==> src/rtl/icap_pkg.sv <==
package icap_pkg;

  typedef enum logic [1:0] {
    SEL_RISE     = 2'd0,
    SEL_FALL     = 2'd1,
    SEL_BOTH     = 2'd2,
    SEL_BOTH_ALT = 2'd3
  } edgeSel_e;

  // strobes from control to datapath
  typedef struct packed {
    logic capLoad;  // load capture register this cycle
    logic rstReq;   // request counter reset next cycle
  } capStrobe_t;

endpackage

==> src/rtl/icap_front.sv <==
module icap_front #(
  parameter int NLINES = 3,
  parameter int FW     = 4
) (
  input  logic              clk,
  input  logic              rstN,
  input  logic [NLINES-1:0] sigIn,
  input  logic              xorMode,
  input  logic [FW-1:0]     filtLen,
  output logic              riseP,
  output logic              fallP
);

  logic [NLINES-1:0] syncA;
  logic [NLINES-1:0] syncB;

  // two-flop synchroniser per line
  for (genvar g = 0; g < NLINES; g++) begin : g_sync
    always_ff @(posedge clk or negedge rstN) begin
      if (!rstN) begin
        syncA[g] <= 1'b0;
        syncB[g] <= 1'b0;
      end else begin
        syncA[g] <= sigIn[g];
        syncB[g] <= syncA[g];
      end
    end
  end

  logic rawLvl;
  assign rawLvl = xorMode ? ^syncB : syncB[0];

  logic          filtLvl;
  logic [FW-1:0] runCnt;
  logic [FW:0]   effLen;
  logic [FW:0]   runNext;
  logic          accept;

  assign effLen  = (filtLen == '0) ? {{FW{1'b0}}, 1'b1} : {1'b0, filtLen};
  assign runNext = {1'b0, runCnt} + 1'b1;
  assign accept  = (rawLvl != filtLvl) && (runNext >= effLen);

  always_ff @(posedge clk or negedge rstN) begin
    if (!rstN) begin
      filtLvl <= 1'b0;
      runCnt  <= '0;
      riseP   <= 1'b0;
      fallP   <= 1'b0;
    end else begin
      riseP <= accept & rawLvl;
      fallP <= accept & ~rawLvl;
      if (rawLvl == filtLvl) begin
        runCnt <= '0;
      end else if (accept) begin
        filtLvl <= rawLvl;
        runCnt  <= '0;
      end else begin
        runCnt <= runNext[FW-1:0];
      end
    end
  end

  // an agreeing sample never moves the filtered level
  p_front_hold_r3: assert property (@(posedge clk) disable iff (!rstN)
    (rawLvl == filtLvl) |=> $stable(filtLvl));

  // an edge pulse is never both rising and falling
  p_onehot_edge_r1: assert property (@(posedge clk) disable iff (!rstN)
    $onehot0({riseP, fallP}));

endmodule

==> src/rtl/icap_ctrl.sv <==
module icap_ctrl
  import icap_pkg::*;
#(
  parameter int PSW = 2
) (
  input  logic           clk,
  input  logic           rstN,
  input  logic           riseP,
  input  logic           fallP,
  input  logic [1:0]     edgeSel,
  input  logic [PSW-1:0] preSel,
  input  logic           clrOnCap,
  input  logic           capRead,
  input  logic           ovcClr,
  output capStrobe_t     strb,
  output logic           capFlag,
  output logic           ovcFlag
);

  localparam int PCW = (1 << PSW) - 1;

  logic qualEdge;
  always_comb begin
    unique case (edgeSel_e'(edgeSel))
      SEL_RISE: qualEdge = riseP;
      SEL_FALL: qualEdge = fallP;
      default:  qualEdge = riseP | fallP;
    endcase
  end

  logic [PCW-1:0] preCnt;
  logic [PCW:0]   preLim;
  logic           capture;

  assign preLim  = ({{PCW{1'b0}}, 1'b1} << preSel) - 1'b1;
  assign capture = qualEdge && ({1'b0, preCnt} >= preLim);

  assign strb.capLoad = capture;
  assign strb.rstReq  = capture & clrOnCap;

  always_ff @(posedge clk or negedge rstN) begin
    if (!rstN) begin
      preCnt  <= '0;
      capFlag <= 1'b0;
      ovcFlag <= 1'b0;
    end else begin
      if (qualEdge) preCnt <= capture ? '0 : preCnt + 1'b1;
      if (capture)      capFlag <= 1'b1;
      else if (capRead) capFlag <= 1'b0;
      if (capture && capFlag && !capRead) ovcFlag <= 1'b1;
      else if (ovcClr)                    ovcFlag <= 1'b0;
    end
  end

  // a capture always leaves the flag set
  p_flag_set_r6: assert property (@(posedge clk) disable iff (!rstN)
    strb.capLoad |=> capFlag);

  // a read with no capture clears the flag
  p_read_clears_r6: assert property (@(posedge clk) disable iff (!rstN)
    (capRead && !strb.capLoad) |=> !capFlag);

  // reads do not clear overcapture
  p_ovc_sticky_r7: assert property (@(posedge clk) disable iff (!rstN)
    (ovcFlag && !ovcClr) |=> ovcFlag);

endmodule

==> src/rtl/icap_dpath.sv <==
module icap_dpath
  import icap_pkg::*;
#(
  parameter int CW = 16
) (
  input  logic          clk,
  input  logic          rstN,
  input  capStrobe_t    strb,
  input  logic [CW-1:0] count,
  output logic [CW-1:0] capValue,
  output logic          ctrReset
);

  always_ff @(posedge clk or negedge rstN) begin
    if (!rstN) begin
      capValue <= '0;
      ctrReset <= 1'b0;
    end else begin
      if (strb.capLoad) capValue <= count;
      ctrReset <= strb.rstReq;
    end
  end

  // the register holds when no capture is strobed
  p_capval_hold_r5: assert property (@(posedge clk) disable iff (!rstN)
    !strb.capLoad |=> $stable(capValue));

  // a load takes the counter of the strobe cycle
  p_capval_load_r5: assert property (@(posedge clk) disable iff (!rstN)
    strb.capLoad |=> (capValue == $past(count)));

endmodule

==> src/rtl/icap_channel.sv <==
module icap_channel
  import icap_pkg::*;
#(
  parameter int CW = 16,
  parameter int FW = 4
) (
  input  logic          clk,
  input  logic          rstN,
  input  logic [2:0]    sigIn,
  input  logic          xorMode,
  input  logic [1:0]    edgeSel,
  input  logic [1:0]    preSel,
  input  logic [FW-1:0] filtLen,
  input  logic          clrOnCap,
  input  logic [CW-1:0] count,
  input  logic          capRead,
  input  logic          ovcClr,
  output logic [CW-1:0] capValue,
  output logic          capFlag,
  output logic          ovcFlag,
  output logic          ctrReset
);

  logic       riseP;
  logic       fallP;
  capStrobe_t strb;

  icap_front #(.NLINES(3), .FW(FW)) front_i (
    .clk     (clk),
    .rstN    (rstN),
    .sigIn   (sigIn),
    .xorMode (xorMode),
    .filtLen (filtLen),
    .riseP   (riseP),
    .fallP   (fallP)
  );

  icap_ctrl #(.PSW(2)) ctrl_i (
    .clk      (clk),
    .rstN     (rstN),
    .riseP    (riseP),
    .fallP    (fallP),
    .edgeSel  (edgeSel),
    .preSel   (preSel),
    .clrOnCap (clrOnCap),
    .capRead  (capRead),
    .ovcClr   (ovcClr),
    .strb     (strb),
    .capFlag  (capFlag),
    .ovcFlag  (ovcFlag)
  );

  icap_dpath #(.CW(CW)) dpath_i (
    .clk      (clk),
    .rstN     (rstN),
    .strb     (strb),
    .count    (count),
    .capValue (capValue),
    .ctrReset (ctrReset)
  );

endmodule

==> config.mk <==
export PLATFORM = sky130hd
export DESIGN_NAME = icap_channel
export DESIGN_NICKNAME = d
export VERILOG_FILES = /design/src/rtl/icap_pkg.sv /design/src/rtl/icap_front.sv /design/src/rtl/icap_ctrl.sv /design/src/rtl/icap_dpath.sv /design/src/rtl/icap_channel.sv
export SDC_FILE = /design/constraint.sdc
export NUM_CORES = 1
export LEC_CHECK = 0
export BUFFER_PORTS_ARGS = -buffer_cell sky130_fd_sc_hd__buf_4
export CELL_PAD_IN_SITES_DETAIL_PLACEMENT = 1
export CELL_PAD_IN_SITES_GLOBAL_PLACEMENT = 2
export CORE_MARGIN = 8
export CORE_UTILIZATION = 31
export CTS_BUF_LIST = sky130_fd_sc_hd__clkbuf_8
export DETAILED_ROUTE_END_ITERATION = 12
export PLACE_DENSITY_LB_ADDON = 0.25
export SLEW_MARGIN = 20
export SYNTH_ARGS = -nofsm -noshare
export SYNTH_HDL_FRONTEND = slang
export SYNTH_HIERARCHICAL = 1
export SYNTH_SLANG_ARGS = --single-unit
==> constraint.sdc <==
create_clock -name clk -period 2.13 [get_ports clk]
set_input_delay 0.1065 -clock clk [delete_from_list [all_inputs] [get_ports clk]]
set_output_delay 0.1065 -clock clk [all_outputs]
set_load 0.05 [all_outputs]
**Yosys cells after proc, flatten, opt, wreduce, memory -nomap -nowiden**

Cells that the tools add are included.

- $add $sub $neg: 3
- Magnitude comparators: 2
- Eq/ne operators: 3
- Shift operators: 1
- Multiplexer cells: 10
- Bitwise operators: 6
- Reductions and logical operators: 11

Operators with widths:

| operator | count |
|---|---|
| $mux W4 | 3 |
| $add A4 B1 Y5 const B | 1 |
| $ge A5 B5 Y1 | 1 |
| $mux W1 | 5 |
| $ge A3 B4 Y1 | 1 |
| $logic_and A1 B1 Y1 | 4 |
| $logic_not A4 Y1 | 1 |
| $reduce_bool A2 Y1 | 2 |
| $shl A1 B2 Y4 const A | 1 |
| $sub A4 B1 Y4 const B | 1 |
| $add A3 B1 Y3 const B | 1 |
| $and A1 B1 Y1 | 3 |
| $mux W3 | 1 |
| $reduce_xor A3 Y1 | 1 |
| $eq A2 B1 Y1 const B | 1 |
| $logic_not A2 Y1 | 1 |
| $not A1 Y1 | 2 |
| $pmux W1 S2 | 1 |
| $reduce_and A2 Y1 | 1 |
| $eq A1 B1 Y1 | 1 |
| $logic_not A1 Y1 | 1 |
| $ne A1 B1 Y1 | 1 |
| $or A1 B1 Y1 | 1 |

- Register bits after elaboration: 35
- Bits of input ports: 33
- Output and inout port bits: 19
- Word-level logic and storage cells: 51

**Depth between registers and ports, before layout**

Gate-level depths: netlist of run 1.

- Depth in word-level cells: 7
- Gate-level depth with buffers: 9
- Mapped depth without buffers: 7

**By module**

The synthesis of run 1 kept the hierarchy.

By module, submodules not included:

| module | instances | cells each | area each (um2) | seq. area each (um2) |
|---|---|---|---|---|
| icap_dpath | 1 | 35 | 674.4 | 425.4 |
| icap_front | 1 | 43 | 573.0 | 325.3 |
| icap_ctrl | 1 | 38 | 386.6 | 125.1 |

**Least setup slack after synthesis of run 1**

OpenSTA, ideal clock, no wires.

- Path kind: register to register
- Start point: register ctrl_i.preCnt[2]
- End point: register dpath_i.capValue[10]
- Library setup time: 0.125 ns
- Arrival time: 1.851 ns
- Required time: 2.005 ns
- Path slack: 0.154 ns
- Cell stages (with the launch flop): 9
- Path buffers: 3
- Period minus slack after synthesis: 1.976 ns
- Path through: dfrtp_1 -> ha_1 -> a21oi_1 -> o21a_1 -> nor2_1 -> buf_4 -> buf_6 -> buf_12 -> mux2_4

- Cells in the longest elaborated chain, start to end: 2

RTL lines:

| element | RTL line | source |
|---|---|---|
| start, declared | icap_ctrl.sv:31 | `logic [PCW-1:0] preCnt;` |
| start signal, assigned | icap_ctrl.sv:47 | `if (qualEdge) preCnt <= capture ? '0 : preCnt + 1'b1;` |
| $ge A3 B4 Y1 | icap_ctrl.sv:36 | `assign capture = qualEdge && ({1'b0, preCnt} >= preLim);` |
| $logic_and A1 B1 Y1 | icap_ctrl.sv:36 |  |
| named net ctrl_i.capture | icap_ctrl.sv:33 | `logic capture;` |
| end signal, assigned | icap_dpath.sv:19 | `if (strb.capLoad) capValue <= count;` |
| end, declared | icap_dpath.sv:10 | `output logic [CW-1:0] capValue,` |

The timed path passes the listed nets, and every way through them passes these cells.
A chain may end at the register's enable or synchronous reset.

==> out/results.ini, run 1 <==
[run_status]
outcome=complete, no violations

[worst_setup_path]
arrival_ns=2.14
critical_path_class=register to register
cp-start-kind=register
end_kind=register
crit_fanout=16
r2r-end=dpath_i/capValue[3]
cp-startpoint=ctrl_i/preCnt[2]
r2r_start=ctrl_i/preCnt[2]
crit_required_ns=2.29
crit_path_end=dpath_i/capValue[3]
reg2reg_slack_ns=0.14
rr_worst_depth=5

[timing]
fin_hold_ws_ns=0.0618
slew_headroom_pct=62.1
fin_skew_ns=0.00449
rsz0062_at_grt=false
setup_viol=0
period_share_pct=93.3
fmax_ghz=0.503
tightest_slew_ns=0.567
hold_viol=0
slew_viol_final=0
period_needed_ns=1.99

[power]
cellLeakagePower_nw=1.12
irDropWorstVdd_v=0.000730
power_density_mw_per_mm2=1350

[cells_and_area]
area_growth_pct=39.7
nets=226
postLayoutCellArea_mm2=0.00228
layout-drive-gt1-share_pct=49.7
post-route-util_pct=44.7
n_antenna_cell=0
fillers=552

[yosys]
synthDistinctLibCells=38
yosys_register_bits=35
synthesis.nets=158
synth_edf_count=0
yosys_warnings=6
syn_avg_cell_area_um2=14.1
syn_area_mm2=0.00163
postSynth.asyncResetShare_pct=100
yosysSeqAreaShare_pct=53.6
synthCells=116
ys.flop_type=dfrtp_1

[global_route]
grt_antenna_before_repair=0
grt_pass1_wl_um=6370
grt_overflow_total=0
grt_pass1_vias=1381
gr-usage-all-layers_pct=10.6
grt_max_degree=36

[route]
drt_pass1_iterations=4
drt_iter0_drc=33
drc=0
ant_nets=0
routed_wl_um=3720
wl_per_cell_um=14.6
vias=1162
viasPerCell=4.56

[place]
portBuffers=51
dpl-instance-area_mm2=0.00213
gp_congestion=0.697
dp_hpwl_um=3020

[cts]
h-tree-depth=2
clock_latency_ns=0.27
cts.sinks=35
cts_buffers=5
clockRootBuffer=clkbuf_8
post_cts_buffers=0
clk_pin_slew_ns=0.07
cts_tree=yes
clock_path_buffers=2

[floorplanning]
die_width_um=88.6
core_mm2=0.00511
initial_core_util_pct=32.0
die_area_mm2=0.00785
dieHeight_um=88.6
num_rows=26
io-pin-count=52

[flow_run]
maxCapViolations=0

[min_path]
hp-class=input pin to register

## Yosys cell counts (2+ instances only)
cell type,count,share of area (%)
nand2_1,2,0.46
xor2_1,3,1.6
mux2_2,6,4.1
nand2b_1,4,1.5
nor3_1,2,0.61
mux2_4,11,10
nor3b_1,4,1.8
dfrtp_1,35,54
ha_1,9,6.9
inv_1,9,2.1
nor2_1,2,0.46
mux2i_1,2,1.2
o21ai_0,2,0.61
## registers in the layout (all words and copies together) (netlist names)
name / count
dpath_i/capValue: 16
front_i/runCnt: 4
ctrl_i/preCnt: 3
front_i/syncA: 3
front_i/syncB: 3
ctrl_i/capFlag: 1
ctrl_i/ovcFlag: 1
dpath_i/ctrReset: 1
front_i/fallP: 1
front_i/filtLvl: 1
front_i/riseP: 1
## critical path, cell delays in order (launching register included)
cell	delay, ns
dfrtp_1	0.40
ha_1	0.32
nand2_1	0.08
o21a_1	0.21
nor2_4	0.45
mux2_2	0.40
## worst min-delay path by stage
| stage | cells past startpoint | startpoint | endpoint | slack, ns |
|---|---|---|---|---|
| after floorplan | 0 | rstN | ctrl_i/capFlag | -0.19 |
| after global placement | 1 | rstN | dpath_i/capValue[0] | 0.08 |
| after detailed placement | 1 | rstN | dpath_i/capValue[13] | 0.08 |
| after CTS | 2 | count[11] | dpath_i/capValue[11] | 0.05 |
| after global routing | 2 | count[14] | dpath_i/capValue[14] | 0.04 |
| final | 2 | count[7] | dpath_i/capValue[7] | 0.06 |
## what timing repair did
| action | CTS | global route |
|---|---|---|
| hold buffers | 5 | 0 |
| endpoints found under the setup margin | 16 | 0 |
| endpoints found under the hold margin | 39 | 0 |
| resized for setup | 1 | 0 |
## layer usage
layer | routed length, um | up-vias | part of all wire [%] | track usage, %
met4 | 14 | 0 | 0.38 | 2.76
met2 | 1940 | 33 | 52 | 18.2
met1 | 1490 | 583 | 40 | 11.6
met3 | 272 | 3 | 7.3 | 4.55
li1 | - | 543 | - | -
met5 | 0 | - | 0 | 0
## cells in the final DEF (no fill, tap or decap), types with 2 or more instances in the layout
| cell | n |
|---|---|
| buf_4 | 59 |
| dfrtp_1 | 35 |
| mux2_4 | 11 |
| inv_1 | 10 |
| ha_1 | 9 |
| clkbuf_8 | 7 |
| mux2_2 | 6 |
| dlygate4sd3_1 | 5 |
| nor3b_1 | 4 |
| nand2b_1 | 4 |
| xor2_1 | 3 |
| nand2_1 | 2 |
| o21ai_0 | 2 |
| mux2i_1 | 2 |
| nor3_1 | 2 |
## area by class of cell
cell class              count  area, um2  area share, %
multi-input cells          69        693           30.4
well taps                  70       87.6           3.84
clock buffers               7       96.3           4.22
repair buffers             64        493           21.6
inverters                   9       33.8           1.48
flip-flops and latches     35        876           38.4
clock inverters             1       3.75          0.164
## metrics by stage
stage	setup TNS [ns]	total power, mW	setup slack (ns)	instances
4_1_cts	0	3.14	0.117	255
6_report	0	3.09	0.142	255
2_1_floorplan	0	2.07	0.154	116
5_1_grt	0	3.27	0.0266	255
3_5_place_dp	-3.08	2.60	-0.241	242
3_3_place_gp	-2.08	2.55	-0.167	242
## report_power, final
| group | switching (mW) | total [mW] | internal, mW |
|---|---|---|---|
| Combinational | 0.911 | 1.56 | 0.648 |
| Sequential | 0.144 | 1.02 | 0.878 |
| Clock | 0.215 | 0.505 | 0.290 |
| Total | 1.27 | 3.09 | 1.82 |
## logic make-up (layout without fill, tap and decap cells)
logic type | Yosys count | after routing | synth area share, %
mux | 19 | 19 | 15.5
fa+ha+maj | 9 | 9 | 6.89
buf+inv | 12 | 81 | 4.44
xor+xnor | 5 | 5 | 3.60
flops | 35 | 35 | 53.6
simple gates | 19 | 19 | 6.74
compound gates | 17 | 17 | 9.27
No activity file was read; power rests on OpenSTA's default activity.
==> run 2, diff against run 1 <==
- SETUP_SLACK_MARGIN: default -> 0.3
==> run 2 against run 1 <==
  * Count of clock-buffer cells in the layout decreased by 2
  * Flip-flop and latch count unchanged
  * Critical path depth increased by 1
  * Combinational power increased by 8%
  * Die area unchanged
  * Final cell count decreased by 1.2%
  * Setup slack improved by 0.21 ns
  * Largest cell class unchanged
  * Power increased by 2.1%
  * Maximum frequency increased by 12%
  * Sequential power about the same
  * Global-route usage increased by 0.31 points
  * Clock power decreased by 16%
==> out/results.ini, run 2 (synthesized netlist as in run 1, its figures left out) <==
[run_status]
outcome=complete, no violations

[timing]
slew_viol_final=0  ; unchanged
fmax_ghz=0.561  ; +12%
period_share_pct=83.7  ; -9.7 points
period_needed_ns=1.78  ; -0.206 ns
tightest_slew_ns=0.436  ; -0.131 ns
setup_viol=0  ; unchanged
final.setup.tns_ns=0  ; unchanged
slew_headroom_pct=70.9  ; +8.8 points
rsz0062_at_grt=true
fin_hold_ws_ns=0.0187  ; -0.0431 ns
fin_skew_ns=0.00624  ; +0.00174 ns
hold_viol=0  ; unchanged

[cells_and_area]
seqCellArea_um2=877  ; +0.14%
largest_registers=dpath_i/capValue: 16 flops, front_i/runCnt: 4 flops
fillers=551  ; -0.18%
n_antenna_cell=0  ; unchanged
layout-drive-gt1-share_pct=57.1  ; +7.4 points
mostFrequentLayoutCells=56 x buf_4, 34 x dfrtp_1, 11 x mux2_4
nets=225  ; -0.44%
area_growth_pct=45.9
largest_register=dpath_i/capValue
final_common_cell=buf_4
multi_input_area_um2=793  ; +14%
largest_reg_flops=16  ; unchanged

[route]
vias=1125  ; -3.2%
top_layer=met4
drt_iter0_drc=12  ; -64%
drt_pass1_iterations=2  ; -2
drc=0  ; unchanged
routed_wl_um=3990  ; +7.4%
ant_nets=0  ; unchanged
wl_met1_um=1700  ; +14%
wl_met2_um=1970  ; +1.5%
wl_per_cell_um=15.8  ; +8.6%
viasPerCell=4.46  ; -2.0%
wl_met3_um=286  ; +5.1%

[global_route]
grt_overflow_total=0  ; unchanged
grt_antenna_before_repair=0  ; unchanged
grt_max_degree=36  ; unchanged
grt_pass1_vias=1386  ; +0.36%
gr-usage-all-layers_pct=10.9  ; +0.31 points
grt_pass1_wl_um=6490  ; +1.9%

[power]
switching_share_pct=42.2  ; +1.0 points
power_density_mw_per_mm2=1320  ; -2.2%
power_frac_clock_pct=13.4  ; -3.0 points
combPwrFrac_pct=53.8  ; +3.3 points
internal-power_mw=1.82  ; +0.36%
p_seq_share_pct=32.8  ; -0.3 points
cellLeakagePower_nw=1.13  ; +0.61%
irDropWorstVdd_v=0.000663  ; -9.2%
switching_power_mw=1.33  ; +4.6%

[cts]
clock_path_buffers=2  ; unchanged
clockRootBuffer=clkbuf_8
clk_pin_slew_ns=0.06  ; about the same
cts_tree=yes
clock_latency_ns=0.27  ; about the same
h-tree-depth=2  ; unchanged
cts_buffers=5  ; unchanged
cts.sinks=35  ; unchanged

[min_path]
hp-class=input pin to register

[floorplanning]
io-pin-count=52  ; unchanged
initial_core_util_pct=32.0  ; unchanged
die_width_um=88.6  ; unchanged
num_rows=26  ; unchanged
die_area_mm2=0.00785  ; unchanged
core_mm2=0.00511  ; unchanged
dieHeight_um=88.6  ; unchanged

[worst_setup_path]
crit_fanout=8  ; -8
critical_path_class=register to register
crit_required_ns=2.29  ; about the same
end_kind=register
cp-start-kind=register
arrival_ns=1.94  ; -0.20 ns

[place]
portBuffers=51  ; unchanged
gp_congestion=0.758  ; +8.8%
dp_hpwl_um=2830  ; -6.2%

[flow_run]
maxCapViolations=0  ; unchanged

-- run 2: cell type report --
cell class | instances | area share [%]
multi-input combinational | 69 | 33.3
clock buffer | 5 | 2.89
clock inverter | 1 | 0.157
sequential | 35 | 36.8
timing repair buffer | 63 | 21.8
tap | 70 | 3.67
inverter | 9 | 1.42
-- run 2: per-layer routing --
metal,global-route usage [%],up-vias
li1,-,540
met4,3.69,0
met3,4.64,5
met2,18.2,34
met5,0,-
met1,12.1,546
-- run 2: metrics by stage --
step	power (mW)	utilization (%)	std cells	worst slack (ns)	area, um2
2_1_floorplan	2.11	-	116	0.297	1670
3_3_place_gp	2.52	41.5	235	0.285	2120
3_5_place_dp	2.56	41.5	235	0.254	2120
4_1_cts	3.09	45.2	250	0.301	2310
5_1_grt	3.35	46.7	252	0.283	2380
6_report	3.15	46.7	252	0.348	2380
-- run 2: critical path: stages, from the launching register on --
cell and delay, ns:
dfrtp_1 0.44, ha_4 0.30, nand2_4 0.05, o21a_4 0.20, nor2_4 0.18, buf_12 0.16, mux2_2 0.33
-- run 2: timing repair --
| action | 4_1_cts | 5_1_grt |
|---|---|---|
| setup endpoints to repair | 16 | 22 |
| endpoints found under the hold margin | 38 | 0 |
| gates cloned | 1 | 0 |
| hold buffers | 4 | 0 |
| buffers inserted | 4 | 2 |
| gates resized for setup | 6 | 10 |
| pin swaps | 3 | 5 |
-- run 2: power groups by stage --
stage	Combinational (mW)	Sequential (mW)	Clock, mW
floorplan	0.569	1.54	0
global placement	1.49	1.03	0
detailed placement	1.52	1.04	0
CTS	1.62	1.02	0.447
global route	1.80	1.06	0.480
finish	1.69	1.04	0.422
-- run 2: worst paths after layout --
path                                  start             endpoint  slack [ns]  depth (start not counted)
setup / recovery           ctrl_i/preCnt[1]  dpath_i/capValue[0]        0.35                          6
hold / removal                       ovcClr       ctrl_i/ovcFlag        0.02                          2
setup reg to reg           ctrl_i/preCnt[1]  dpath_i/capValue[0]        0.35                          6
hold reg to reg            front_i/syncA[2]     front_i/syncB[2]        0.35                          0
max in group asynchronous              rstN     ctrl_i/preCnt[2]        1.47                          2
min in group asynchronous              rstN  dpath_i/capValue[2]        0.32                          2
==> run 3, diff against run 2 <==
- ABC_AREA: default -> 1
- CORE_UTILIZATION: 31 -> 27
- clock period: 2.13 -> 1.5 ns (I/O delays scaled with it)
==> run 3 against run 2 <==
  * The flow now finishes with violations (setup timing)
  * Via count is 40% higher
  * Setup slack worse by 0.57 ns
  * Die area is 16% higher
  * Global-route usage is 0.11 points lower
  * Maximum frequency is 3.7% higher
  * Synthesized area is 4.0% higher
  * Power is 56% higher
  * Register-to-register slack worse by 0.57 ns
  * Critical path type unchanged
  * Largest cell class unchanged
  * Highest routed layer unchanged
==> out/results.ini, run 3 <==
[floorplanning]
num_rows=29  ; +12%
core_mm2=0.00620  ; +21%
die_area_mm2=0.00909  ; +16%
io-pin-count=52  ; unchanged
initial_core_util_pct=27.4  ; -4.6 points
die_width_um=95.3  ; +7.6%
dieHeight_um=95.3  ; +7.6%

[yosys]
synthesis.nets=241  ; +53%
yosys.area_share.adder_pct=6.63  ; -0.26 points
synthDistinctLibCells=19  ; -50%
synth_compound_gate_area_share_pct=1.10  ; -8.2 points
synth_top_area_cell=dfrtp_1
synth_xor_area_share_pct=1.55  ; -2.1 points
yosysMostFrequentCell=nand2_1
yosys_warnings=6  ; unchanged
yosysSeqAreaShare_pct=51.5  ; -2.1 points
netlist_top_cells_area=dfrtp_1 52%, nand2_1 17%, ha_1 6.6%
yosysTopAreaCellShare_pct=51.5  ; -2.1 points
synth_mux_area_share_pct=0  ; -15 points
synth_edf_count=0  ; unchanged
synthSimpleGateAreaFrac_pct=28.6  ; +22 points
ys.flop_type=dfrtp_1
syn_avg_cell_area_um2=8.54  ; -39%
yosys_register_bits=35  ; unchanged
synth_top_family_by_area=simple AND/OR/NAND/NOR gates
syn_area_mm2=0.00170  ; +4.0%
synthCells=199  ; +72%
postSynth.asyncResetShare_pct=100  ; unchanged
synth_common_cells=77 x nand2_1, 35 x dfrtp_1, 29 x inv_1

[place]
dp_hpwl_um=3110  ; +9.8%
dpl_worst_slack_ns=-0.280  ; -0.534 ns
dpl-instance-area_mm2=0.00223  ; +5.2%
portBuffers=51  ; unchanged
gp_congestion=0.715  ; -5.7%

[timing]
slew_headroom_pct=69.7  ; -1.2 points
hold_viol=0  ; unchanged
rsz0062_at_grt=true
setup_viol=21  ; +21
period_share_pct=115  ; +31 points
period_needed_ns=1.72  ; -0.0639 ns
final.setup.tns_ns=-1.76  ; -1.76 ns
fin_skew_ns=0.0104  ; +0.00417 ns
fin_ws_ns=-0.218  ; -0.566 ns
fmax_ghz=0.582  ; +3.7%
slew_viol_final=0  ; unchanged
tightest_slew_ns=0.455  ; +0.0187 ns

[global_route]
grt_overflow_total=0  ; unchanged
grt_antenna_before_repair=0  ; unchanged
grt_max_degree=36  ; unchanged
grt_pass1_vias=1714  ; +24%
grt_pass1_wl_um=7720  ; +19%
gr-usage-all-layers_pct=10.8  ; -0.11 points

[route]
vias=1570  ; +40%
wl_met3_um=359  ; +26%
drc=0  ; unchanged
drt_pass1_iterations=2  ; unchanged
drt_iter0_drc=37  ; +25
wl_met2_um=2430  ; +23%
ant_nets=0  ; unchanged
routed_wl_um=4760  ; +19%
wl_per_cell_um=12.8  ; -19%
top_layer=met4
viasPerCell=4.21  ; -5.7%
wl_met1_um=1960  ; +16%

[worst_setup_path]
critical_path_class=register to register
cp-start-kind=register
cp-startpoint=front_i/runCnt[0]
crit_fanout=4  ; -4
crit_required_ns=1.67  ; -0.62 ns
r2r_start=front_i/runCnt[0]
end_kind=register
arrival_ns=1.89  ; -0.05 ns
rr_worst_depth=10  ; +4
r2r-end=front_i/runCnt[1]
reg2reg_slack_ns=-0.22  ; -0.57 ns

[power]
combPwrFrac_pct=54.0  ; +0.2 points
switching_share_pct=43.2  ; +1.0 points
power_density_mw_per_mm2=1680  ; +27%
power_frac_clock_pct=16.7  ; +3.3 points
p_seq_share_pct=29.3  ; -3.5 points
switching_power_mw=2.12  ; +60%
cellLeakagePower_nw=1.58  ; +40%
p_total_mw=4.92  ; +56%
irDropWorstVdd_v=0.000971  ; +46%
internal-power_mw=2.79  ; +53%

[cells_and_area]
seqCellArea_um2=878  ; +0.14%
largest_register=dpath_i/capValue
layout-drive-gt1-share_pct=47.6  ; -9.5 points
mostFrequentLayoutCells=66 x buf_4, 53 x nand2_1, 33 x dfrtp_1
area_growth_pct=71.9
final_common_cell=buf_4
largest_reg_flops=16  ; unchanged
post-route-util_pct=47.1  ; +0.40 points
fillers=701  ; +27%
postLayoutCellArea_mm2=0.00292  ; +23%
n_antenna_cell=0  ; unchanged
largest_registers=dpath_i/capValue: 16 flops, front_i/runCnt: 4 flops
nets=338  ; +50%
multi_input_area_um2=867  ; +9.3%

[run_status]
violations=setup timing
outcome=finished with violations

[cts]
cts_tree=yes
cts_buffers=5  ; unchanged
clockRootBuffer=clkbuf_8
clk_pin_slew_ns=0.07  ; about the same
h-tree-depth=2  ; unchanged
clock_latency_ns=0.28  ; about the same
cts.sinks=35  ; unchanged
clock_path_buffers=2  ; unchanged

[min_path]
hp-class=input pin to register
min_from=clrOnCap
hold_path_depth=3  ; +1
worstHoldEndpoint=dpath_i/ctrReset

[flow_run]
maxCapViolations=0  ; unchanged

==> run 3: cell count changes after synthesis, moves of 5 or more <==
cell,change
nand2_2,+7
mux2_4,-11
nor2_1,+5
nand3_1,+8
mux2_2,-6
nand4_1,+6
nand2_1,+75
inv_1,+20
==> run 3: critical path: stages, from the launching register on <==
cell and delay, ns:
dfrtp_2 0.44, ha_4 0.19, xor2_4 0.16, ha_4 0.27
nand2_1 0.05, inv_1 0.04, nand4_1 0.16, nand3_1 0.13
nor2_2 0.04, nand2_2 0.09, nor2_1 0.05
==> run 3: per-layer routing <==
metal / GRT usage [%] / vias to the layer above
li1: - / 792
met1: 12.0 / 739
met2: 18.6 / 37
met3: 4.80 / 2
met4: 2.34 / 0
met5: 0 / -
==> run 3: area by class of cell <==
cell class	count	area share, %
Clock buffer	5	2.36
Clock inverter	2	1.29
Inverter	33	4.97
Multi-Input combinational cell	127	29.7
Sequential cell	35	30.1
Tap cell	77	3.30
Timing Repair Buffer	94	28.3
==> run 3: worst max path at each step <==
stage / endpoint / slack (ns) / cells after the start
6_report: front_i/runCnt[1] / -0.22 / 10
5_1_grt: front_i/runCnt[0] / -0.36 / 10
4_1_cts: front_i/runCnt[1] / -0.30 / 10
3_5_place_dp: front_i/runCnt[1] / -0.28 / 10
3_3_place_gp: front_i/filtLvl / -0.22 / 12
2_1_floorplan: front_i/filtLvl / -0.13 / 12
==> run 3: cells by family after synthesis <==
logic type | Yosys count
AND/OR/NAND/NOR | 112
XOR/XNOR | 3
AO/OA/AOI/OAI | 3
buffers and inverters | 37
adder cells (fa/ha/maj) | 9
flip-flops | 35
==> run 3: timing repair <==
action | CTS | global route
pin swaps | 3 | 12
cloned | 1 | 0
hold buffers | 21 | 0
buffers inserted | 8 | 6
endpoints found under the hold margin | 55 | 0
resized for setup | 21 | 34
endpoints found under the setup margin | 29 | 29
==> run 3: per-stage QoR <==
step | hold slack [ns] | instances
after global routing | 0.0136 | 373
after CTS | 0.0129 | 367
after global placement | 0.0691 | 330
after detailed placement | 0.0702 | 330
final | 0.0212 | 373
after floorplan | -0.221 | 199
==> run 3: power groups by stage <==
| stage | clock network, mW | registers [mW] | logic, mW |
|---|---|---|---|
| global route | 0.896 | 1.48 | 2.89 |
| global placement | 0 | 1.43 | 2.08 |
| finish | 0.821 | 1.44 | 2.65 |
| detailed placement | 0 | 1.44 | 2.09 |
| floorplan | 0 | 2.10 | 0.791 |
| CTS | 0.848 | 1.43 | 2.41 |
